==> src/rtl/cr_pkg.sv <==
package cr_pkg;
  typedef enum logic [1:0] {
    RC_NONE = 2'd0,
    RC_256  = 2'd1,
    RC_384  = 2'd2,
    RC_512  = 2'd3
  } ratio_code_t;
endpackage

==> src/rtl/cr_edge_sync.sv <==
module cr_edge_sync #(
  parameter int STAGES = 2
) (
  input  logic clk,
  input  logic rst,
  input  logic async_in,
  output logic rise
);
  logic [STAGES:0] sh;

  always_ff @(posedge clk) begin
    if (rst) begin
      sh   <= '0;
      rise <= 1'b0;
    end else begin
      sh   <= {sh[STAGES-1:0], async_in};
      rise <= sh[STAGES-1] & ~sh[STAGES];
    end
  end
endmodule

==> src/rtl/cr_ratio_meter.sv <==
module cr_ratio_meter
  import cr_pkg::*;
#(
  parameter int LOSS_CYC    = 1024,
  parameter int QUAL_FRAMES = 4,
  parameter int TOL         = 1
) (
  input  logic        clk,
  input  logic        rst,
  input  logic        tick,
  output logic        valid,
  output ratio_code_t code
);
  localparam int CNT_W = $clog2(LOSS_CYC + 1);
  localparam int MW    = $clog2(QUAL_FRAMES + 1);

  logic [CNT_W-1:0] cnt;
  logic [MW-1:0]    match, match_nx;
  ratio_code_t      last, cur;
  logic             valid_nx, lost;

  function automatic ratio_code_t classify(input logic [CNT_W-1:0] n);
    int v;
    v = int'(n);
    if (v + TOL >= 256 && v <= 256 + TOL) return RC_256;
    if (v + TOL >= 384 && v <= 384 + TOL) return RC_384;
    if (v + TOL >= 512 && v <= 512 + TOL) return RC_512;
    return RC_NONE;
  endfunction

  assign lost = (cnt == CNT_W'(LOSS_CYC));

  always_comb begin
    cur      = classify(cnt);
    match_nx = '0;
    if (cur != RC_NONE) begin
      if (cur == last)
        match_nx = (match == MW'(QUAL_FRAMES)) ? match : match + 1'b1;
      else
        match_nx = MW'(1);
    end
    valid_nx = (cur != RC_NONE) && (match_nx == MW'(QUAL_FRAMES));
  end

  always_ff @(posedge clk) begin
    if (rst) begin
      cnt   <= CNT_W'(LOSS_CYC);
      match <= '0;
      last  <= RC_NONE;
      valid <= 1'b0;
      code  <= RC_NONE;
    end else if (tick) begin
      cnt   <= CNT_W'(1);
      match <= match_nx;
      last  <= cur;
      valid <= valid_nx;
      code  <= valid_nx ? cur : RC_NONE;
    end else if (!lost) begin
      cnt <= cnt + 1'b1;
    end else begin
      match <= '0;
      last  <= RC_NONE;
      valid <= 1'b0;
      code  <= RC_NONE;
    end
  end


  valid_rise_chk: assert property (@(posedge clk) disable iff (rst)
    $rose(valid) |-> $past(tick));


  loss_clear_chk: assert property (@(posedge clk) disable iff (rst)
    (lost && !tick) |=> !valid);
endmodule

==> src/rtl/cr_gain_scale.sv <==
module cr_gain_scale #(
  parameter int SAMPLE_W = 24,
  parameter int GAIN_W   = 10
) (
  input  logic                     clk,
  input  logic                     rst,
  input  logic                     tick,
  input  logic                     enable,
  input  logic                     in_valid,
  input  logic [1:0][SAMPLE_W-1:0] in_smp,
  output logic                     out_valid,
  output logic [1:0][SAMPLE_W-1:0] out_smp
);
  localparam int GW1 = GAIN_W + 1;
  localparam int PW  = SAMPLE_W + GW1;
  localparam logic [GAIN_W:0] UNITY = GW1'(1) << GAIN_W;

  logic [GAIN_W:0] gain;

  always_ff @(posedge clk) begin
    if (rst)                         gain <= '0;
    else if (!enable)                gain <= '0;
    else if (tick && gain != UNITY)  gain <= gain + 1'b1;
  end

  always_ff @(posedge clk) begin
    if (rst) out_valid <= 1'b0;
    else     out_valid <= in_valid;
  end

  for (genvar ch = 0; ch < 2; ch++) begin : g_chan
    logic [SAMPLE_W-1:0] mag, scaled;
    logic [PW-1:0]       prod;
    logic                neg;

    always_comb begin
      neg    = in_smp[ch][SAMPLE_W-1];
      mag    = neg ? (~in_smp[ch] + 1'b1) : in_smp[ch];
      prod   = PW'(mag) * PW'(gain);
      scaled = prod[GAIN_W +: SAMPLE_W];
    end

    always_ff @(posedge clk) begin
      if (rst) out_smp[ch] <= '0;
      else     out_smp[ch] <= neg ? (~scaled + 1'b1) : scaled;
    end


    sign_kept_chk: assert property (@(posedge clk) disable iff (rst)
      (out_smp[ch] != '0) |-> out_smp[ch][SAMPLE_W-1] == $past(in_smp[ch][SAMPLE_W-1]));
  end


  gain_step_chk: assert property (@(posedge clk) disable iff (rst)
    (gain != $past(gain)) |->
      (gain == '0) || ((gain == $past(gain) + 1'b1) && $past(tick) && $past(enable)));
endmodule

==> src/rtl/clk_ratio_mute.sv <==
module clk_ratio_mute #(
  parameter int SAMPLE_W    = 24,
  parameter int GAIN_W      = 10,
  parameter int LOSS_CYC    = 1024,
  parameter int QUAL_FRAMES = 4,
  parameter int TOL         = 1,
  parameter int SYNC_STAGES = 2
) (
  input  logic                clk,
  input  logic                rst,
  input  logic                frame_clk,
  input  logic                in_valid,
  input  logic [SAMPLE_W-1:0] in_left,
  input  logic [SAMPLE_W-1:0] in_right,
  output logic                out_valid,
  output logic [SAMPLE_W-1:0] out_left,
  output logic [SAMPLE_W-1:0] out_right,
  output logic [1:0]          ratio_code,
  output logic                ratio_valid
);
  import cr_pkg::*;

  logic                     frame_tick;
  ratio_code_t              code_q;
  logic [1:0][SAMPLE_W-1:0] smp_in, smp_out;

  cr_edge_sync #(.STAGES(SYNC_STAGES)) u_sync (
    .clk(clk), .rst(rst), .async_in(frame_clk), .rise(frame_tick)
  );

  cr_ratio_meter #(.LOSS_CYC(LOSS_CYC), .QUAL_FRAMES(QUAL_FRAMES), .TOL(TOL)) u_meter (
    .clk(clk), .rst(rst), .tick(frame_tick), .valid(ratio_valid), .code(code_q)
  );

  assign smp_in = {in_right, in_left};

  cr_gain_scale #(.SAMPLE_W(SAMPLE_W), .GAIN_W(GAIN_W)) u_gain (
    .clk(clk), .rst(rst), .tick(frame_tick), .enable(ratio_valid),
    .in_valid(in_valid), .in_smp(smp_in),
    .out_valid(out_valid), .out_smp(smp_out)
  );

  assign out_left   = smp_out[0];
  assign out_right  = smp_out[1];
  assign ratio_code = code_q;


  mute_zero_chk: assert property (@(posedge clk) disable iff (rst)
    (!ratio_valid && !$past(ratio_valid) && !$past(ratio_valid, 2))
      |-> (out_left == '0 && out_right == '0));


  code_valid_chk: assert property (@(posedge clk) disable iff (rst)
    ratio_valid |-> ratio_code != 2'd0);
endmodule

==> config.mk <==
export PLATFORM = sky130hd
export DESIGN_NAME = clk_ratio_mute
export DESIGN_NICKNAME = d
export VERILOG_FILES = /design/src/rtl/cr_pkg.sv /design/src/rtl/cr_edge_sync.sv /design/src/rtl/cr_ratio_meter.sv /design/src/rtl/cr_gain_scale.sv /design/src/rtl/clk_ratio_mute.sv
export SDC_FILE = /design/constraint.sdc
export NUM_CORES = 1
export LEC_CHECK = 0
export BUFFER_PORTS_ARGS = -buffer_cell sky130_fd_sc_hd__buf_2
export CAP_MARGIN = 20
export CORE_UTILIZATION = 60
export CTS_BUF_LIST = sky130_fd_sc_hd__clkbuf_2 sky130_fd_sc_hd__clkbuf_4 sky130_fd_sc_hd__clkbuf_8
export DETAILED_ROUTE_END_ITERATION = 6
export GPL_TIMING_DRIVEN = 1
export PLACE_DENSITY_LB_ADDON = 0.25
export SYNTH_ARGS = -nofsm -noshare
export SYNTH_HDL_FRONTEND = slang
export SYNTH_HIERARCHICAL = 1
export SYNTH_SLANG_ARGS = --single-unit
==> constraint.sdc <==
create_clock -name clk -period 21.8 [get_ports clk]
set_input_delay 2.18 -clock clk [delete_from_list [all_inputs] [get_ports clk]]
set_output_delay 2.18 -clock clk [all_outputs]
set_load 0.005 [all_outputs]
# Word level (Yosys, flattened, before mapping)
# Cells that the tools add are included.
op_classes:
  n_mul: 2
  n_eq_ne: 6
  n_reduce_logical: 9
  magnitude_cmp: 6
  mux: 29
  n_bitwise: 7
  n_addsub: 8
ops:
  columns: ["cell", "n"]
  rows:
  - ["adder 24 x 1 -> 24 bit, second input constant", 4]
  - ["two-way mux 24 bit", 4]
  - ["inverter 24 bit", 4]
  - ["multiplier 24 x 11 -> 34 bit", 2]
  - [">= comparator 32 x 10 -> 1 bit, second input constant", 2]
  - [">= comparator 32 x 11 -> 1 bit, second input constant", 1]
  - ["adder 11 x 1 -> 11 bit, second input constant", 2]
  - ["<= comparator 11 x 9 -> 1 bit, second input constant", 2]
  - ["two-way mux 11 bit", 2]
  - ["two-way mux 2 bit", 10]
  - ["two-way mux 3 bit", 5]
  - ["adder 11 x 1 -> 12 bit, second input constant", 1]
  - ["== test 11 bit, second input constant", 1]
  - ["<= comparator 11 x 10 -> 1 bit, second input constant", 1]
  - ["inequality test 11 bit, second input constant", 1]
  - ["two-way mux 1 bit", 8]
  - ["== test 3 bit, second input constant", 2]
  - ["logical AND 1 bit", 5]
  - ["nonzero test 2 bit", 2]
  - ["OR reduction 2 bit", 2]
  - ["adder 3 x 1 -> 3 bit, second input constant", 1]
  - ["== test 2 bit", 1]
  - ["inequality test 2 bit, second input constant", 1]
  - ["inverter 1 bit", 2]
  - ["AND 1 bit", 1]
word_totals:
  reg_bits: 83
  out_inout_bits: 52

# Logic depth before layout (Yosys ltp)
# Gate-level depths: netlist (run 1).
logic_depth:
  word_depth: 17
  ltp_mapped: 33

# By module
# Netlist (run 1), hierarchy kept.
by_module_without_submodules:
  columns: ["module", "cells_each", "seq_area_each_um2", "instances", "area_each_um2"]
  rows:
  - ["cr_gain_scale", 2445, 1201.2, 1, 20348.3]
  - ["cr_ratio_meter", 137, 380.4, 1, 1214.9]
  - ["cr_edge_sync", 8, 80.1, 1, 111.4]

# Least setup slack after synthesis (run 1)
# Ideal clock, no wire load.
synth_timing:
  path_kind: "input port to flip-flop"
  startpoint: "input in_left[0]"
  endpoint: "register u_gain/out_smp[22] in the netlist's numbering"
  required_ns: 21.728
  n_path_buf: 0
  setup_slack_ns: 11.589
  arrival_time_ns: 10.139
  path_stages: 26
  cell_sequence: "or3_1 -> or3b_1 -> or3b_1 -> or3_1 -> o31ai_1 -> xnor2_1 -> nand2_1 -> fa_1 -> fa_1 -> inv_1 -> fa_1 -> fa_1 -> inv_1 -> fa_1 -> inv_1 -> ha_1 -> o21a_1 -> o21a_1 -> o21a_1 -> o21ai_0 -> a31oi_2 -> or4_1 -> a2111oi_1 -> nand3_1 -> o41ai_2 -> mux2i_1"
synth_via:
  elab_chain_len: 7
synth_rtl:
  columns: ["element", "line_no", "rtl"]
  rows:
  - ["start: declaration", "clk_ratio_mute.sv:13", "input logic [SAMPLE_W-1:0] in_left,"]
  - ["inverter 24 bit", "cr_gain_scale.sv:38", "mag = neg ? (~in_smp[ch] + 1'b1) : in_smp[ch];"]
  - ["adder 24 x 1 -> 24 bit", "cr_gain_scale.sv:38", null]
  - ["two-way mux 24 bit *", "cr_gain_scale.sv:38", null]
  - ["multiplier 24 x 11 -> 34 bit *", "cr_gain_scale.sv:39", "prod = PW'(mag) * PW'(gain);"]
  - ["inverter 24 bit", "cr_gain_scale.sv:45", "else out_smp[ch] <= neg ? (~scaled + 1'b1) : scaled;"]
  - ["adder 24 x 1 -> 24 bit", "cr_gain_scale.sv:45", null]
  - ["two-way mux 24 bit *", "cr_gain_scale.sv:45", null]
  - ["end signal: indexed assignment", "cr_gain_scale.sv:45", null]
  - ["end: declaration", "cr_gain_scale.sv:12", "output logic [1:0][SAMPLE_W-1:0] out_smp"]
# Mark *: on every way between the ends. The rest lies on a longest branch, timed or not.
# A chain may end at the register's enable or synchronous reset.

# Worst setup path after layout (run 1)
layout_timing:
  startpoint: "input in_right[0]"
  endpoint: "register u_gain/out_smp[47] in the netlist's numbering"
layout_via:
  elab_chain_len: 7
layout_rtl:
  columns: ["element", "line_no", "rtl"]
  rows:
  - ["start: declaration", "clk_ratio_mute.sv:14", "input logic [SAMPLE_W-1:0] in_right,"]
  - ["inverter 24 bit", "cr_gain_scale.sv:38", null]
  - ["adder 24 x 1 -> 24 bit", "cr_gain_scale.sv:38", null]
  - ["two-way mux 24 bit *", "cr_gain_scale.sv:38", null]
  - ["multiplier 24 x 11 -> 34 bit *", "cr_gain_scale.sv:39", null]
  - ["inverter 24 bit", "cr_gain_scale.sv:45", null]
  - ["adder 24 x 1 -> 24 bit", "cr_gain_scale.sv:45", null]
  - ["two-way mux 24 bit *", "cr_gain_scale.sv:45", null]
# Marks and branches as above.

==> impl_metrics.csv, run 1 <==
group,metric,value,unit
worst_hold_path,hold_start,"u_sync/sh[2]",
worst_setup_path,r2r_cells,23,
worst_setup_path,path_max_fanout,13,
floorplan,die_h,192,um
global_routing,grt_pass1_wl,92.3,mm
flow_run,cap_violations,0,
power,powerDensity,17.1,nW/um^2
finish,drive_above_1_share,7.39,%
floorplan,dieArea,36900,um^2
cts,cts.htree.levels,3,
yosys,async_flop_share,0,%
yosys,ys.flop_type,"dfxtp_1",
floorplan,chipWidth,192,um
yosys,syn-num-nets,3177,
yosys,avgSynthCellArea,8.37,um^2
worst_setup_path,cp-end-kind,"register",
timing,finalHoldViolCount,0,
place,placed_cells,3049,
detailed_routing,drt_first_pass_iters,6,
floorplan,fp-row-count,69,
power,peakVddDrop,0.0000311,V
global_routing,overflow,0,
timing,hold_ws,422,ps
timing,finalSetupViolCount,0,
place,dpl_cell_area,22500,um^2
cts,clk_latency,380,ps
timing,relSlewSlack,21.1,%
finish,final_cell_mix,"inv_1 (429), fa_1 (390), nand2_1 (366), and2_1 (223), ha_1 (145)",
global_routing,grtUsageMet3,4.99,%
power,power.leakage,11.5,nW
worst_setup_path,startpoint_type,"input port",
detailed_routing,routed_wl,55.6,mm
worst_hold_path,holdCritPathClass,"register to register",
cts,hold_buffers,0,
global_routing,antenna_found_initial,0,
finish,diodes,0,
cts,postCtsSetupBuffers,0,
floorplan,core,35600,um^2
global_routing,grt.busiest_layer,"met2",
floorplan,io_pins,104,
finish,final_common_cell,"inv_1",
detailed_routing,first_iter_violations,1141,
finish,final_nets,3192,
global_routing,use_met1,43.1,%
yosys,synthCells,2590,
finish,final_cells,3071,
finish,utilization,64.0,%
detailed_routing,drc,0,
timing,setup_tns,0,ps
worst_setup_path,worstPathArrival,11240,ps
detailed_routing,num_vias,17900,
power,power.total,390,uW
global_routing,grt_use_total,31.8,%
global_routing,grt_max_degree,55,
worst_setup_path,setup.worst_path.class,"input port to register",
timing,max_clock_freq,0.0912,GHz
timing,rsz0062_at_grt,"no",
yosys,synth_top_area_share,36.0,%
cts,path_clk_slew,90,ps
timing,fin_skew,7.06,ps
global_routing,grt_pass1_vias,18400,
timing,finalMaxSlewViolations,0,
floorplan,initial_core_util,60.9,%
finish,syn_to_final_growth,5.05,%
global_routing,gr-usage-met2,52.3,%
worst_setup_path,r2r_start,"u_gain/gain[3]",
timing,min_period,10960,ps
timing,finalCritPeriodShare,50.3,%
timing,tightest_slew,1170,ps
worst_hold_path,hold_path_end,"u_sync/rise",
detailed_routing,viasPerCell,5.83,
worst_setup_path,required,22070,ps
cts,cts.sinks,83,
detailed_routing,ant_nets,0,
yosys,seq_area_frac_synth,7.67,%
cts,numCtsBuffers,9,
yosys,ys_ff_latch,83,
finish,finalInstanceArea,22800,um^2
place,post-place-ws,10610,ps
place,dp_hpwl,43.2,mm
yosys,yosys-top-cells-area,"fa_1 (36%), ha_1 (8.4%), dfxtp_1 (7.7%)",
worst_setup_path,crit-reg2reg-capture,"u_gain/out_smp[22]",
detailed_routing,wl_per_cell,18.1,um
yosys,synth_largest_area_cell,"fa_1",
place,port_buffers,103,
cts,cts_root_buf,"clkbuf_8",
cts,cts_max_path_buffers,2,
worst_hold_path,worstHoldPathCells,1,
cts,postCtsResizedCells,0,
worst_setup_path,r2r_slack,14170,ps
place,gp_congestion,0.937,
yosys,yosysWarnings,6,
timing,worst_slack,10840,ps
yosys,synth_enable_flop_cells,0,
cts,cts_tree,"yes",
yosys,synth_cell_types,87,
yosys,netlist_area,21700,um^2
run_status,status,"finished, final reports clean",
-- report_power, final --
part	internal, mW	switching, mW	leakage [nW]
clock network	0.0778	0.0617	0.124
registers	0.153	0.00215	0.671
logic	0.0268	0.0681	10.7
-- layout make-up --
class | count | area [um^2]
Fill cell | 3061 | 12800
Inverter | 430 | 1610
Clock buffer | 10 | 131
Timing Repair Buffer | 142 | 808
Clock inverter | 6 | 113
Tap cell | 461 | 577
Multi-Input combinational cell | 1939 | 17900
Sequential cell | 83 | 1670
-- worst max-delay path by stage --
stage	start	endpoint	slack [ps]	depth (start not counted)
after CTS	in_right[0]	u_gain/out_smp[47]	10960	27
after global placement	in_right[0]	u_gain/out_smp[47]	10800	27
after global routing	in_right[0]	u_gain/out_smp[47]	10300	27
after floorplan	in_left[0]	u_gain/out_smp[22]	11590	26
after detailed placement	in_right[0]	u_gain/out_smp[47]	10610	27
final	in_right[0]	u_gain/out_smp[47]	10840	27
-- cell families (layout without fill, tap and decap cells) --
group           Yosys count  count (layout)  synth area share (%)
simple gates            939             939                  21.6
buf+inv                 568             588                  9.93
fa+ha+maj               535             535                  44.4
compound gates          305             305                  9.78
xor+xnor                145             145                  5.86
flops                    83              83                  7.67
mux                      15              15                 0.797
-- per-layer routing --
layer / part of all wire [%] / vias up
met5: 0 / -
met4: 2.0 / 0
met3: 7.8 / 90
met2: 48 / 708
met1: 43 / 8961
li1: - / 8134
-- worst max-delay path: stages --
cell and delay (ps):
buf_2 170, or4_1 560, or3_1 370, or3b_1 410, or3_1 470, o31ai_1 420, xnor2_1 430, nand2_1 150
fa_1 490, fa_1 510, inv_1 50, fa_1 490, fa_1 560, inv_1 60, fa_1 520, inv_1 40
ha_1 370, nand2_1 110, o21ai_0 440, o21a_1 200, nor2_1 60, a2111oi_0 760, o31a_1 310, o221ai_1 180
nor4_1 460, a31oi_1 150, mux2_1 330
-- sequential cells by signal, indices dropped and copies added, names as in the netlist --
signal / flops
u_gain/out_smp: 48
u_gain/gain: 11
u_meter/cnt: 11
u_meter/match: 3
u_sync/sh: 3
u_meter/code: 2
u_meter/last: 2
u_gain/out_valid: 1
u_meter/valid: 1
u_sync/rise: 1
-- Yosys cell counts (all sizes together), types with 6 or more instances --
master  count
o41ai      13
a21o       34
and2      224
clkbuf    128
inv       430
nor2      137
o31ai      21
mux2        8
o21ai      57
and3       16
mux2i       7
nor2b      13
xnor2      89
nor4       14
dfxtp      83
or3        29
nand2     366
a31oi       9
fa        390
o211ai      6
nor3       30
nand2b     10
and4        6
ha        145
a21oi      78
or2         9
o21bai      9
buf        10
xor2       56
nand4      24
a211oi     16
nand3      29
or4         9
o21a       13
(Power assumes the default switching activity.)
==> run 2, diff against run 1 <==
- clock period: 21.8 -> 10.6 ns (I/O delays scaled with it)
==> run 2 against run 1 <==
Worst setup slack got worse by 10000 ps. Die area did not move. Via count is 0.11% lower. Non-clock buffer count increased by 5. Critical path type unchanged.
==> impl_metrics.csv, run 2 (same netlist as run 1, synthesis figures left out) <==
group,metric,value,unit
detailed_routing,drt_first_pass_iters,5,
global_routing,overflow,0,
finish,top_regs,"u_gain/out_smp (48), u_gain/gain (11), u_meter/cnt (11)",
worst_hold_path,worstHoldPathCells,1,
worst_hold_path,holdCritPathClass,"register to register",
worst_setup_path,r2r_cells,23,
cts,postCtsSetupBuffers,0,
worst_setup_path,cp-end-kind,"register",
finish,drive_above_1_share,7.54,%
global_routing,grt_use_total,32.2,%
place,post-place-ws,491,ps
worst_setup_path,cpMaxStageDelayCell,"a2111oi_1",
cts,cts.htree.levels,3,
floorplan,dieArea,36900,um^2
global_routing,grt_pass1_vias,18700,
place,dpl_cell_area,22500,um^2
finish,utilization,64.0,%
power,peakVddDrop,0.0000700,V
cts,hold_buffers,0,
cts,cts.sinks,83,
floorplan,core,35600,um^2
timing,finalSetupViolCount,0,
timing,max_clock_freq,0.102,GHz
run_status,status,"finished, final reports clean",
power,powerDensity,34.2,nW/um^2
finish,syn_to_final_growth,5.08,%
cts,cts_root_buf,"clkbuf_8",
finish,final_cell_mix,"inv_1 (429), fa_1 (390), nand2_1 (366), and2_1 (223), ha_1 (145)",
timing,relSlewSlack,24.3,%
detailed_routing,wl_per_cell,18.2,um
detailed_routing,viasPerCell,5.81,
worst_setup_path,crit-reg2reg-capture,"u_gain/out_smp[23]",
worst_hold_path,hold_start,"u_sync/sh[2]",
worst_setup_path,startpoint_type,"input port",
cts,path_clk_slew,90,ps
worst_setup_path,worstPathArrival,10130,ps
finish,diodes,0,
global_routing,antenna_found_initial,0,
detailed_routing,ant_nets,0,
worst_setup_path,crit_family,"adder cells",
worst_setup_path,r2r_start,"u_gain/gain[4]",
worst_hold_path,hold_path_end,"u_sync/rise",
power,power.leakage,11.5,nW
timing,fin_skew,15.1,ps
finish,largest_reg_flops,48,
worst_setup_path,critPathBufInv,4,
finish,final_common_cell,"inv_1",
worst_setup_path,required,10920,ps
worst_setup_path,cp_slowest_stage_delay,730,ps
global_routing,grt_pass1_wl,93.4,mm
finish,top_register,"u_gain/out_smp",
timing,min_period,9800,ps
flow_run,cap_violations,0,
timing,setup_tns,0,ps
global_routing,grt_max_degree,55,
place,gp_congestion,0.930,
detailed_routing,routed_wl,56.1,mm
worst_setup_path,r2r_slack,2880,ps
cts,numCtsBuffers,9,
worst_setup_path,path_max_fanout,12,
timing,finalMaxSlewViolations,0,
timing,tightest_slew,1130,ps
cts,cts_tree,"yes",
worst_setup_path,setup.worst_path.class,"input port to register",
floorplan,initial_core_util,60.9,%
timing,finalCritPeriodShare,92.5,%
detailed_routing,num_vias,17900,
floorplan,io_pins,104,
finish,finalInstanceArea,22800,um^2
cts,postCtsResizedCells,0,
worst_setup_path,cp_common_cell,"fa_1",
floorplan,chipWidth,192,um
timing,worst_slack,796,ps
timing,hold_ws,421,ps
finish,final_nets,3197,
floorplan,die_h,192,um
place,dp_hpwl,43.9,mm
cts,cts_max_path_buffers,2,
detailed_routing,first_iter_violations,1074,
detailed_routing,drc,0,
cts,clk_latency,390,ps
timing,rsz0062_at_grt,"no",
place,port_buffers,103,
timing,finalHoldViolCount,0,
floorplan,fp-row-count,69,
==> run 2: layer usage <==
layer  up-vias  track usage (%)  wire length, um
met5         -                0                0
li1       8145                -                -
met1      8911             43.4            23900
met4         0             10.8             1410
met2       710             53.1            26600
met3       108             4.73             4130
==> run 2: power breakdown <==
group	switching, mW	total [mW]	internal (mW)
sequential	0.00442	0.320	0.315
clock	0.129	0.262	0.132
combinational	0.141	0.198	0.0569
total	0.275	0.779	0.504
==> run 2: layout make-up <==
type	instances	area (um^2)
Multi-Input combinational cell	1939	17900
Fill cell	3084	12800
Sequential cell	83	1670
Inverter	430	1610
Timing Repair Buffer	147	846
Tap cell	461	577
Clock buffer	9	124
Clock inverter	6	90.1
==> run 2: worst max path at each step <==
stage | from | end | slack [ps] | cells after the start
4_1_cts | in_left[0] | u_gain/out_smp[23] | 880 | 27
3_5_place_dp | in_left[0] | u_gain/out_smp[23] | 490 | 27
6_report | in_left[0] | u_gain/out_smp[23] | 800 | 27
5_1_grt | in_right[0] | u_gain/out_smp[47] | 260 | 27
3_3_place_gp | in_left[0] | u_gain/out_smp[23] | 820 | 27
2_1_floorplan | in_left[0] | u_gain/out_smp[22] | 1510 | 26
==> run 2: metrics by stage <==
step                      total power [mW]  std cells
after floorplan                      0.434       2590
after global placement               0.514       3055
after detailed placement             0.517       3055
after CTS                            0.781       3070
after global routing                 0.810       3075
final                                0.779       3075
